--- src/rtl/regionDecodePkg.sv ---
package regionDecodePkg;

  localparam int TOP_W  = 3;  // address bits stripped to form the physical address
  localparam int AREA_W = 3;  // physical bits naming the external area

  typedef enum logic [2:0] {
    RGN_P0  = 3'd0,
    RGN_P1  = 3'd1,
    RGN_P2  = 3'd2,
    RGN_P3  = 3'd3,
    RGN_P4  = 3'd4,
    RGN_U0  = 3'd5,
    RGN_SQ  = 3'd6,
    RGN_ERR = 3'd7
  } regionCode_t;

  // Strobes from the classifier to the datapath
  typedef struct packed {
    regionCode_t region;
    logic        external;     // address maps to external memory
    logic        cacheable;
    logic        policyFromCb; // write policy taken from copy-back control
    logic        ioSel;
    logic        sqSel;
    logic        addrErr;
  } decodeStrobes_t;

endpackage

--- src/rtl/regionDecodeCtrl.sv ---
module regionDecodeCtrl
  import regionDecodePkg::*;
#(
  parameter int ADDR_W   = 32,
  parameter int SQ_LOW_W = 26
) (
  input  logic [ADDR_W-SQ_LOW_W-1:0] addrHigh,
  input  logic                       user,
  output decodeStrobes_t             strobes
);
  localparam int SQ_TAG_W = ADDR_W - SQ_LOW_W;
  localparam logic [SQ_TAG_W-1:0] SQ_TAG = {{TOP_W{1'b1}}, {(SQ_TAG_W-TOP_W){1'b0}}};

  logic [TOP_W-1:0] topBits;
  assign topBits = addrHigh[SQ_TAG_W-1 -: TOP_W];

  always_comb begin
    strobes = '0;
    if (!user) begin
      unique casez (topBits)
        3'b0??: begin strobes.region = RGN_P0; strobes.external = 1'b1; strobes.cacheable = 1'b1; end
        3'b100: begin
          strobes.region       = RGN_P1;
          strobes.external     = 1'b1;
          strobes.cacheable    = 1'b1;
          strobes.policyFromCb = 1'b1;
        end
        3'b101: begin strobes.region = RGN_P2; strobes.external = 1'b1; end
        3'b110: begin strobes.region = RGN_P3; strobes.external = 1'b1; strobes.cacheable = 1'b1; end
        default: begin strobes.region = RGN_P4; strobes.ioSel = 1'b1; end
      endcase
    end else if (!topBits[TOP_W-1]) begin
      strobes.region    = RGN_U0;
      strobes.external  = 1'b1;
      strobes.cacheable = 1'b1;
    end else if (addrHigh == SQ_TAG) begin
      strobes.region = RGN_SQ;
      strobes.sqSel  = 1'b1;
    end else begin
      strobes.region  = RGN_ERR;
      strobes.addrErr = 1'b1;
    end
  end

endmodule

--- src/rtl/regionDecodeDatapath.sv ---
module regionDecodeDatapath
  import regionDecodePkg::*;
#(
  parameter int ADDR_W = 32,
  localparam int PHYS_W = ADDR_W - TOP_W
) (
  input  logic              clk,
  input  logic              rstN,
  input  logic              valid,
  input  logic [PHYS_W-1:0] physIn,
  input  logic              write,
  input  logic              wtBit,
  input  logic              cbBit,
  input  decodeStrobes_t    strobes,
  output logic              validQ,
  output regionCode_t       regionQ,
  output logic              cacheableQ,
  output logic              writeThruQ,
  output logic [PHYS_W-1:0] physQ,
  output logic              ioSelQ,
  output logic              sqSelQ,
  output logic              reservedQ,
  output logic              addrErrQ
);
  logic [PHYS_W-1:0] physNext;
  logic              reservedNext;
  logic              policyNext;

  always_comb begin
    physNext     = (valid && strobes.external) ? physIn : '0;
    reservedNext = valid && strobes.external && (physIn[PHYS_W-1 -: AREA_W] == '1);
    policyNext   = 1'b0;
    if (valid && write && strobes.cacheable)
      policyNext = strobes.policyFromCb ? ~cbBit : wtBit;
  end

  always_ff @(posedge clk or negedge rstN) begin
    if (!rstN) begin
      validQ     <= 1'b0;
      regionQ    <= RGN_P0;
      cacheableQ <= 1'b0;
      writeThruQ <= 1'b0;
      physQ      <= '0;
      ioSelQ     <= 1'b0;
      sqSelQ     <= 1'b0;
      reservedQ  <= 1'b0;
      addrErrQ   <= 1'b0;
    end else begin
      validQ     <= valid;
      regionQ    <= valid ? strobes.region : RGN_P0;
      cacheableQ <= valid && strobes.cacheable;
      writeThruQ <= policyNext;
      physQ      <= physNext;
      ioSelQ     <= valid && strobes.ioSel;
      sqSelQ     <= valid && strobes.sqSel;
      reservedQ  <= reservedNext;
      addrErrQ   <= valid && strobes.addrErr;
    end
  end

endmodule

--- src/rtl/addr_region_classifier.sv ---
module addr_region_classifier
  import regionDecodePkg::*;
#(
  parameter int ADDR_W   = 32,
  parameter int SQ_LOW_W = 26,
  localparam int PHYS_W  = ADDR_W - TOP_W
) (
  input  logic              clk,
  input  logic              rstN,
  input  logic              inValid,
  input  logic [ADDR_W-1:0] inAddr,
  input  logic              inWrite,
  input  logic              inUser,
  input  logic              ctlWriteThru,
  input  logic              ctlCopyBack,
  output logic              outValid,
  output logic [2:0]        outRegion,
  output logic              outCacheable,
  output logic              outWriteThru,
  output logic [PHYS_W-1:0] outPhysAddr,
  output logic              outIoSel,
  output logic              outSqSel,
  output logic              outReserved,
  output logic              outAddrErr
);
  decodeStrobes_t strobes;
  regionCode_t    regionQ;

  regionDecodeCtrl #(.ADDR_W(ADDR_W), .SQ_LOW_W(SQ_LOW_W)) u_ctrl (
    .addrHigh (inAddr[ADDR_W-1:SQ_LOW_W]),
    .user     (inUser),
    .strobes  (strobes)
  );

  regionDecodeDatapath #(.ADDR_W(ADDR_W)) u_dp (
    .clk        (clk),
    .rstN       (rstN),
    .valid      (inValid),
    .physIn     (inAddr[PHYS_W-1:0]),
    .write      (inWrite),
    .wtBit      (ctlWriteThru),
    .cbBit      (ctlCopyBack),
    .strobes    (strobes),
    .validQ     (outValid),
    .regionQ    (regionQ),
    .cacheableQ (outCacheable),
    .writeThruQ (outWriteThru),
    .physQ      (outPhysAddr),
    .ioSelQ     (outIoSel),
    .sqSelQ     (outSqSel),
    .reservedQ  (outReserved),
    .addrErrQ   (outAddrErr)
  );

  assign outRegion = regionQ;

endmodule

--- config.mk ---
export PLATFORM = sky130hd
export DESIGN_NAME = addr_region_classifier
export DESIGN_NICKNAME = d
export VERILOG_FILES = /design/src/rtl/regionDecodePkg.sv /design/src/rtl/regionDecodeCtrl.sv /design/src/rtl/regionDecodeDatapath.sv /design/src/rtl/addr_region_classifier.sv
export SDC_FILE = /design/constraint.sdc
export NUM_CORES = 1
export LEC_CHECK = 0
export BUFFER_PORTS_ARGS = -buffer_cell sky130_fd_sc_hd__buf_2
export CAP_MARGIN = 40
export CORE_ASPECT_RATIO = 0.9
export CORE_MARGIN = 8
export CORE_UTILIZATION = 46
export CTS_CLUSTER_DIAMETER = 200
export DETAILED_ROUTE_END_ITERATION = 16
export PLACE_DENSITY = 0.83
export REMOVE_ABC_BUFFERS = 1
export SLEW_MARGIN = 5
export SYNTH_ARGS = -nofsm -noshare
export SYNTH_HDL_FRONTEND = slang
export SYNTH_SLANG_ARGS = --single-unit
--- constraint.sdc ---
create_clock -name clk -period 0.8 [get_ports clk]
set_input_delay 0.04 -clock clk [delete_from_list [all_inputs] [get_ports clk]]
set_output_delay 0.04 -clock clk [all_outputs]
set_load 0.005 [all_outputs]
**Word level (Yosys, flattened, before mapping)**

Index checks and enable logic that the tools add are counted.

- Div/mod/pow operators: 0
- Order comparisons: 0
- Reductions and logical operators: 10
- Shifts and indexed selects: 0
- Multiplexer cells: 18
- Bitwise gates (word level): 2
- Equality and inequality tests: 5
- Add/sub/neg operators: 0
- Multipliers: 0

Operators with widths:

| kind | number |
|---|---|
| $mux W29 | 1 |
| $eq A3 B3 Y1 const B | 4 |
| $pmux W3 S4 | 1 |
| $mux W1 | 9 |
| $logic_and A1 B1 Y1 | 8 |
| $mux W2 | 4 |
| $eq A6 B6 Y1 const B | 1 |
| $mux W3 | 2 |
| $mux W5 | 1 |
| $reduce_or A4 Y1 | 1 |
| $reduce_or A3 Y1 | 1 |
| $not A1 Y1 | 2 |

- Bits in read-only memories: 0
- Memories kept: 0
- Output and inout bits: 39
- Register bits: 39
- Latch bits: 0
- Bits in writable memories: 0

**Longest topological paths before layout**

Gate-level depths: netlist of the first run.

- Word-level depth: 6
- Mapped depth: 5
- Mapped depth without buffers: 3

**By module**

Synthesis of the first run repeated with hierarchy kept, for this count alone.

- Cells, all modules: 102
- Area, all modules: 1393.8 sq um

Modules (own cells, without submodules):

| module | cells each | area each (sq um) | instances |
|---|---|---|---|
| regionDecodeDatapath | 84 | 1260.0 | 1 |
| regionDecodeCtrl | 18 | 133.9 | 1 |

**Worst setup path after synthesis of the first run**

No wires, ideal clock.

- Kind: input-to-reg
- Start point: input inUser
- End point: register u_dp.physQ[0]
- Path buffers: 2
- Arrival: 815 ps
- Stages: 5
- Path slack: -79 ps
- Path through: buf_2 > a21o_1 > a21boi_2 > clkbuf_2 > and2_2

- Longest elaborated chain between the ends: 3

Ends and longest elaborated chain:

| what | line | RTL |
|---|---|---|
| start: declaration | addr_region_classifier.sv:13 | `input logic inUser,` |
| $mux W5 | regionDecodeCtrl.sv:19 | `if (!user) begin` |
| $logic_and A1 B1 Y1 | regionDecodeDatapath.sv:30 | `physNext = (valid && strobes.external) ? physIn : '0;` |
| $mux W29 | regionDecodeDatapath.sv:30 |  |
| via u_dp.physNext[0] | regionDecodeDatapath.sv:25 | `logic [PHYS_W-1:0] physNext;` |
| end signal: assignment | regionDecodeDatapath.sv:53 | `physQ <= physNext;` |
| end: declaration | regionDecodeDatapath.sv:19 | `output logic [PHYS_W-1:0] physQ,` |

The timed path passes the listed nets, and every way through them passes these cells.

**Worst setup path after layout of the first run**

- Start point: register u_dp.physQ[22]
- End point: output outPhysAddr[22]

RTL lines:

| what | line | RTL |
|---|---|---|
| end: declaration | addr_region_classifier.sv:20 | `output logic [PHYS_W-1:0] outPhysAddr,` |

No word-level cell between the ends.

==> results of run 1 <==
cell type report:
type	instances	area, sq um	area share, %
Clock buffer	6	51.3	2.25
Clock inverter	2	35.0	1.53
Multi-Input combinational cell	54	363	15.9
Sequential cell	39	976	42.7
Tap cell	42	52.6	2.30
Timing Repair Buffer	120	806	35.3
sequential cells by signal, indices dropped and copies added, names as in the netlist:
| signal | count |
|---|---|
| u_dp.physQ | 29 |
| u_dp.regionQ | 3 |
| u_dp.addrErrQ | 1 |
| u_dp.cacheableQ | 1 |
| u_dp.ioSelQ | 1 |
| u_dp.reservedQ | 1 |
| u_dp.sqSelQ | 1 |
| u_dp.validQ | 1 |
| u_dp.writeThruQ | 1 |
metrics by stage:
stage	TNS (ns)	total power, uW	std cells	utilization [%]	hold WS, ns
after floorplan	-4.31	2250	93	-	-0.256
after global placement	-3.49	2550	221	63.0	0.0151
after detailed placement	-4.46	2570	221	63.0	0.0191
after CTS	-3.67	4050	264	77.8	0.000204
after global routing	-4.98	4200	263	77.5	0.0172
final	-2.54	4000	263	77.5	0.0220
power breakdown:
part / leakage (uW) / internal (uW) / switching, uW / total [uW]
logic: 0.000687 / 345 / 241 / 586
clock network: 0.0000482 / 739 / 588 / 1330
registers: 0.000515 / 2060 / 25.7 / 2090
routing by layer:
metal  vias to the layer above  global-route usage (%)  wire length, um
met5                         -                       0                0
li1                        557                       -                -
met4                         0                    6.97               37
met3                         4                    9.52              463
met2                        57                    33.3             2170
met1                       596                    16.3             1490
timing repair:
| item | 4_1_cts | 5_1_grt |
|---|---|---|
| endpoints found under the setup margin | 39 | 41 |
| gates cloned | 0 | 0 |
| pin swaps | 0 | 0 |
| resized for setup | 0 | 0 |
| hold buffers | 35 | 0 |
| hold endpoints to repair | 74 | 0 |
worst paths after layout:
| kind | end | slack (ns) | depth (start not counted) |
|---|---|---|---|
| min in group asynchronous | u_dp.physQ[13]$_DFF_PN0_ | 0.24 | 3 |
| worst max-delay path | outPhysAddr[22] | -0.1 | 1 |
| max in group asynchronous | u_dp.physQ[4]$_DFF_PN0_ | 0.37 | 3 |
| worst min-delay path | u_dp.sqSelQ$_DFF_PN0_ | 0.02 | 3 |
cell usage in the layout (no fill, tap or decap), types with 4 or more instances in the layout:
cell / Yosys / routed
dlygate4sd3_1: 0 / 34
buf_2: 2 / 77
and2_1: 6 / 6
and2_2: 24 / 24
nand2_1: 4 / 4
dfrtp_1: 39 / 39
clkbuf_4: 0 / 5
buf_4: 1 / 8
cells by family after synthesis:
| kind of cell | share of synthesized area (%) |
|---|---|
| flip-flops | 70.8 |
| AND/OR/NAND/NOR | 22.2 |
| AO/OA/AOI/OAI | 4.18 |
| buffers and inverters | 2.82 |
==> metrics.md, run 1 <==
| Metric | Value |
|---|---|
| Outcome | `finished with violations` |
| Failing checks | `setup timing` |
| Routed Antenna Nets | `0` |
| Top post-synthesis cells by area | `dfrtp_1 (71%), and2_2 (13%), and2_1 (2.7%)` |
| Setup CP Type | `reg2out` |
| Nets | `259` |
| Port-buffer cells | `77` |
| Req. time, crit path | `0.76 ns` |
| Area delta synth->final | `65.8%` |
| Slew of the pin with the lowest slew margin | `0.352 ns` |
| H-tree levels | `2` |
| Max incr delay on CP | `0.40 ns` |
| Synth Flop Type | `dfrtp_1` |
| Setup Slack @ Placement | `-0.171 ns` |
| Hold Vio Cnt, Final | `0` |
| Largest net degree at the start of global routing | `40` |
| CP Buf/Inv Count | `1` |
| Post-synth ARST share | `100%` |
| IO Pins | `78` |
| Post-route setup slack | `-0.0986 ns` |
| Routed wire length | `4160 um` |
| Initial drt markers | `32` |
| Max FO, Critical Path | `1` |
| Via count | `1214` |
| Max Transition Viols Final | `0` |
| Leading area contributor after synthesis | `dfrtp_1` |
| Final non-filler cell area | `2280 sq um` |
| Pwr dens | `1750 nW/um^2` |
| Post-Syn Area | `1380 sq um` |
| Crit path launch type | `register` |
| HP Start | `inAddr[31]` |
| Routed wire length per instance | `15.8 um` |
| Dpl hpwl | `2580 um` |
| First-pass GRT wire length | `6590 um` |
| Warnings from Yosys | `0` |
| Netlist cell types | `24` |
| Row cnt | `19` |
| GR Util All Layers | `18.0%` |
| Post-CTS Setup Inserts | `0` |
| Initial antenna violation count | `0` |
| Critical path cell sequence | `buf_2` |
| Worst EP arrival | `0.86 ns` |
| Slew margin rel. | `76.2%` |
| Synth top cells by count | `dfrtp_1 (39), and2_2 (24), and2_1 (6)` |
| Clk buf depth | `2` |
| Ratio of cells with drive above 1 in the final layout | `54.3%` |
| Clock sinks | `39` |
| Hold crit path type | `in2reg` |
| Peak VDD IR | `0.000918 V` |
| Max cap viols | `0` |
| Critical path's slowest cell | `dfrtp_1` |
| Register area share after synthesis | `70.8%` |
| Vias/cell | `4.62` |
| Max Clock Freq | `1110 MHz` |
| CTS tree | `built` |
| Die height | `67.9 um` |
| RSZ-0062 raised after global routing | `true` |
| Syn Area/Cell | `13.9 sq um` |
| Total grt overflow | `0` |
| Worst-path clk slew | `0.12 ns` |
| FF+latch count, synth | `39` |
| DRC viols | `0` |
| Mapped Cells | `99` |
| Most frequent cell after synthesis | `dfrtp_1` |
| CORE AREA | `2950 sq um` |
| DP Area | `1860 sq um` |
| Crit-path leading delay family | `flip-flops` |
| Root buffer cell | `clkbuf_4` |
| Crit path from | `u_dp.physQ[22]$_DFF_PN0_` |
| Initial DRT Pass Iterations | `4` |
| Antenna Cells | `0` |
| Tmin final | `0.899 ns` |
| Final period util | `112%` |
| Starting Density | `46.7%` |
| Leak | `0.00125 uW` |
| # setup viols final | `39` |
| Fillers | `212` |
| Number of global-route vias before repair | `1432` |
| GPL Wtd Cong | `0.736` |
| Synth top area share | `70.8%` |
| EDFF count, synth | `0` |
| Die Area | `5000 sq um` |
| TritonCTS Buffers | `5` |
| Worst setup EP type | `primary output` |
| Die width | `73.7 um` |
Power figures use the tool's default switching activity.
==> run 2: changes to the inputs <==
- CORE_MARGIN: 8 -> 4
==> run 2 against run 1 <==
- flip-flop and latch count unchanged
- total power grew 6.2%
- non-clock buffer count did not move
- via count fell by 2.3%
- sequential share of layout area down 0.51 points
- largest cell class unchanged
- the flow still finishes with violations (setup timing)
- first-iteration DRC count rose by 110%
- global-route usage rose by 3.1 points
- sequential power is essentially flat
- worst hold slack better by 0.0093 ns
- critical path type unchanged
- design area is 1.2% higher
==> metrics.md, run 2 (synthesis results as in run 1) <==
| Metric | Value |
|---|---|
| Starting Density | `48.9%` |
| Fillers | `174` |
| Final period util | `111%` |
| CP Buf/Inv Count | `1` |
| Pint | `3390 uW` |
| Slew of the pin with the lowest slew margin | `0.412 ns` |
| Max FO, Critical Path | `1` |
| Power Total | `4250 uW` |
| Antenna Cells | `0` |
| Initial drt markers | `68` |
| Pwr dens | `1840 nW/um^2` |
| Die height | `59.9 um` |
| Biggest register | `u_dp.physQ` |
| IO Pins | `78` |
| Switching part of the total | `20.3%` |
| Hold crit path type | `in2reg` |
| Critical path's slowest cell | `dfrtp_1` |
| Hold Vio Cnt, Final | `0` |
| Crit-path leading delay family | `flip-flops` |
| Total grt overflow | `0` |
| Critical path cell sequence | `buf_2` |
| DRC viols | `0` |
| Routed wire length per instance | `14.2 um` |
| Sum Neg Setup Slack | `-2.60 ns` |
| CORE AREA | `2820 sq um` |
| Clk buf depth | `2` |
| Comb power frac | `13.8%` |
| Root buffer cell | `clkbuf_4` |
| Post-CTS Setup Inserts | `0` |
| Outcome | `finished with violations` |
| Setup CP Type | `reg2out` |
| Worst setup EP type | `primary output` |
| Final core occ | `82.1%` |
| Post-route setup slack | `-0.0858 ns` |
| Routed Antenna Nets | `0` |
| Max incr delay on CP | `0.39 ns` |
| Sw Pwr | `861 uW` |
| Routed wire length | `3700 um` |
| Sequential Power Share | `49.1%` |
| Die Area | `3940 sq um` |
| # setup viols final | `39` |
| DP Area | `1860 sq um` |
| CTS tree | `built` |
| Worst-path clk slew | `0.11 ns` |
| Final non-filler cell area | `2310 sq um` |
| TritonCTS Buffers | `5` |
| Ratio of cells with drive above 1 in the final layout | `53.4%` |
| Peak VDD IR | `0.00185 V` |
| Tmin final | `0.886 ns` |
| Number of global-route vias before repair | `1292` |
| Die width | `65.7 um` |
| Port-buffer cells | `77` |
| Leak | `0.00126 uW` |
| Vias/cell | `4.54` |
| Initial antenna violation count | `0` |
| Clock power frac | `37.1%` |
| GPL Wtd Cong | `0.732` |
| Nets | `259` |
| Req. time, crit path | `0.76 ns` |
| Initial DRT Pass Iterations | `4` |
| Max Transition Viols Final | `0` |
| Area delta synth->final | `67.8%` |
| Largest net degree at the start of global routing | `40` |
| Max cap viols | `0` |
| Largest registers | `u_dp.physQ x29, u_dp.regionQ x3` |
| Largest register FFs | `29` |
| Max Clock Freq | `1130 MHz` |
| H-tree levels | `2` |
| Via count | `1186` |
| RSZ-0062 raised after global routing | `true` |
| Clock sinks | `39` |
| Crit path launch type | `register` |
| Commonest non-fill, non-tap cell in the layout | `buf_2` |
| # resized after CTS | `0` |
| Row cnt | `18` |
| GR Util All Layers | `21.0%` |
| Slew margin rel. | `72.1%` |
| Setup Slack @ Placement | `-0.199 ns` |
| First-pass GRT wire length | `6080 um` |
| Failing checks | `setup timing` |
| Commonest non-fill, non-tap cells in the layout | `buf_2 (77), dfrtp_1 (39), dlygate4sd3_1 (35)` |
| Worst EP arrival | `0.85 ns` |
| Dpl hpwl | `2190 um` |
[run 2: path summary, 6_finish.rpt]
path / start / endpoint / slack [ns] / cells after the start
max: u_dp.physQ[28]$_DFF_PN0_ / outPhysAddr[28] / -0.09 / 1
min: inUser / u_dp.ioSelQ$_DFF_PN0_ / 0.03 / 3
max in group asynchronous: rstN / u_dp.physQ[18]$_DFF_PN0_ / 0.41 / 3
min in group asynchronous: rstN / u_dp.physQ[11]$_DFF_PN0_ / 0.21 / 3
[run 2: what timing repair did]
action / CTS / global route
setup endpoints to repair: 39 / 39
hold buffers: 35 / 0
endpoints found under the hold margin: 72 / 0
[run 2: area by class of cell]
cell class	instances	area [sq um]	share of cell area, %
well taps	40	50.0	2.17
repair buffers	120	821	35.5
multi-input cells	54	363	15.7
flip-flops and latches	39	976	42.2
clock buffers	6	41.3	1.79
clock inverters	2	60.1	2.60
[run 2: per-stage QoR]
step / hold slack [ns] / std cells
after floorplan: -0.256 / 93
after global placement: 0.0150 / 218
after detailed placement: 0.0332 / 218
after CTS: 0.00115 / 261
after global routing: 0.0274 / 261
final: 0.0313 / 261
[run 2: layer usage]
| layer | up-vias | global-route usage [%] | share of wire [%] |
|---|---|---|---|
| met2 | 64 | 37.6 | 49 |
| met3 | 2 | 8.08 | 11 |
| met1 | 561 | 23.7 | 40 |
| met4 | 0 | 5.33 | 0.22 |
| met5 | - | 0 | 0 |
| li1 | 559 | - | - |
[run 2: power by group through the flow]
stage / combinational [uW] / clock [uW] / sequential [uW]
after floorplan: 109 / 0 / 2140
after global placement: 428 / 0 / 2120
after detailed placement: 447 / 0 / 2130
after CTS: 579 / 1620 / 2090
after global routing: 645 / 1690 / 2100
final: 587 / 1580 / 2090
==> run 3: changes to the inputs <==
- REMOVE_ABC_BUFFERS: 1 -> default
==> run 3 against run 2 <==
- the run still ends with setup timing left
- worst hold slack worse by 0.012 ns
- flip-flop and latch count stayed put
- combinational power is 2% higher
- non-clock buffer count is 4 higher
- critical path depth stayed put
- first-iteration DRC count is 12% lower
- cell count is 1.1% higher
- global-route usage is 0.36 points lower
- die area stayed put
- via count is 0.67% lower
- worst setup slack worse by 0.047 ns
- critical path type unchanged
- critical endpoint is now outPhysAddr[8]
- highest routed layer unchanged
==> metrics.md, run 3 (synthesis results as in run 1) <==
| Metric | Value |
|---|---|
| CP Buf/Inv Count | `1` |
| Port-buffer cells | `77` |
| Antenna Cells | `0` |
| Clk buf depth | `2` |
| Routed wire length per instance | `13.8 um` |
| Final non-filler cell area | `2290 sq um` |
| Failing checks | `setup timing` |
| Req. time, crit path | `0.76 ns` |
| Die Area | `3940 sq um` |
| Largest net degree at the start of global routing | `40` |
| CTS tree | `built` |
| Largest register FFs | `29` |
| Total grt overflow | `0` |
| TritonCTS Buffers | `5` |
| First-pass GRT wire length | `5860 um` |
| DRC viols | `0` |
| CORE AREA | `2820 sq um` |
| Max cap viols | `0` |
| IO Pins | `78` |
| # setup viols final | `39` |
| Worst Hold Margin | `0.0195 ns` |
| Worst EP arrival | `0.89 ns` |
| Routed Antenna Nets | `0` |
| Max FO, Critical Path | `1` |
| Post-CTS Setup Inserts | `0` |
| Initial DRT Pass Iterations | `4` |
| Power Total | `3700 uW` |
| Commonest non-fill, non-tap cell in the layout | `buf_2` |
| Dpl hpwl | `2190 um` |
| Initial antenna violation count | `0` |
| RSZ-0062 raised after global routing | `true` |
| Row cnt | `18` |
| Vias/cell | `4.46` |
| Largest registers | `u_dp.physQ x29, u_dp.regionQ x3` |
| Die height | `59.9 um` |
| Outcome | `finished with violations` |
| Peak VDD IR | `0.00118 V` |
| Leak | `0.00126 uW` |
| Crit-path leading delay family | `flip-flops` |
| Critical path's slowest cell | `dfrtp_1` |
| H-tree levels | `2` |
| Sum Neg Setup Slack | `-2.80 ns` |
| Tmin final | `0.933 ns` |
| Crit path launch type | `register` |
| Area delta synth->final | `66.4%` |
| GR Util All Layers | `20.7%` |
| Nets | `263` |
| Critical path cell sequence | `buf_2` |
| Biggest register | `u_dp.physQ` |
| Worst setup EP type | `primary output` |
| Number of global-route vias before repair | `1297` |
| Crit path to | `outPhysAddr[8]` |
| Max Clock Freq | `1070 MHz` |
| Routed wire length | `3650 um` |
| GPL Wtd Cong | `0.717` |
| Hold crit path type | `in2reg` |
| Clock sinks | `39` |
| Max Transition Viols Final | `0` |
| Root buffer cell | `clkbuf_4` |
| WP depth | `1` |
| Post-synthesis net count | `138` |
| Slew of the pin with the lowest slew margin | `0.409 ns` |
| Hold Vio Cnt, Final | `0` |
| Via count | `1178` |
| Final period util | `117%` |
| Setup CP Type | `reg2out` |
| Pwr dens | `1610 nW/um^2` |
| Slew margin rel. | `72.3%` |
| Starting Density | `48.9%` |
| Die width | `65.7 um` |
| DP Area | `1910 sq um` |
| Max incr delay on CP | `0.42 ns` |
| Initial drt markers | `60` |
| Ratio of cells with drive above 1 in the final layout | `55.4%` |
| Post-route setup slack | `-0.133 ns` |
| Worst-path clk slew | `0.12 ns` |
| Crit path from | `u_dp.physQ[8]$_DFF_PN0_` |
| Commonest non-fill, non-tap cells in the layout | `buf_2 (77), dfrtp_1 (39), dlygate4sd3_1 (33)` |
## run 3: per-layer routing
layer,part of all wire (%),vias to the layer above,global-route usage [%]
met5,0,-,0
met4,0.93,0,4.73
met3,8.5,4,6.95
met2,54,59,38.6
met1,37,550,22.7
li1,-,565,-
## run 3: cell type report
type                    instances  area [sq um]
clock buffers                   6          51.3
clock inverters                 1          5.00
fillers                       158           523
multi-input cells              54           364
flip-flops and latches         39           976
well taps                      40          50.0
repair buffers                124           846
## run 3: metrics by stage
stage	cells	setup WS, ns	utilization, %
after CTS	264	-0.101	81.4
after global placement	224	-0.116	67.7
after detailed placement	224	-0.171	67.7
after global routing	264	-0.162	81.4
after floorplan	99	-0.0370	-
final	264	-0.133	81.4
## run 3: worst min-delay path: cells and delay by family
kind	cells	cell delay, ns
simple gates	1	0.11
buf+inv	2	0.19
## run 3: worst min path at each step
stage | to | depth (start not counted) | start | slack, ns
after global placement | u_dp.physQ[2]$_DFF_PN0_ | 2 | rstN | 0.01
after floorplan | u_dp.addrErrQ$_DFF_PN0_ | 0 | rstN | -0.26
final | u_dp.physQ[26]$_DFF_PN0_ | 3 | inAddr[26] | 0.02
after CTS | u_dp.ioSelQ$_DFF_PN0_ | 3 | inUser | 0.007
after global routing | u_dp.ioSelQ$_DFF_PN0_ | 3 | inUser | 0.007
after detailed placement | u_dp.physQ[19]$_DFF_PN0_ | 2 | rstN | 0.03
## run 3: where the power goes
| part | total, uW | internal (uW) | switching, uW |
|---|---|---|---|
| sequential | 2090 | 2060 | 26.7 |
| clock | 1010 | 408 | 603 |
| combinational | 596 | 366 | 230 |
## run 3: what timing repair did
| item | CTS | global route |
|---|---|---|
| hold buffers | 33 | 0 |
| setup endpoints to repair | 39 | 39 |
| hold endpoints to repair | 68 | 0 |
| pin swaps | 0 | 0 |
| gates resized for setup | 0 | 0 |
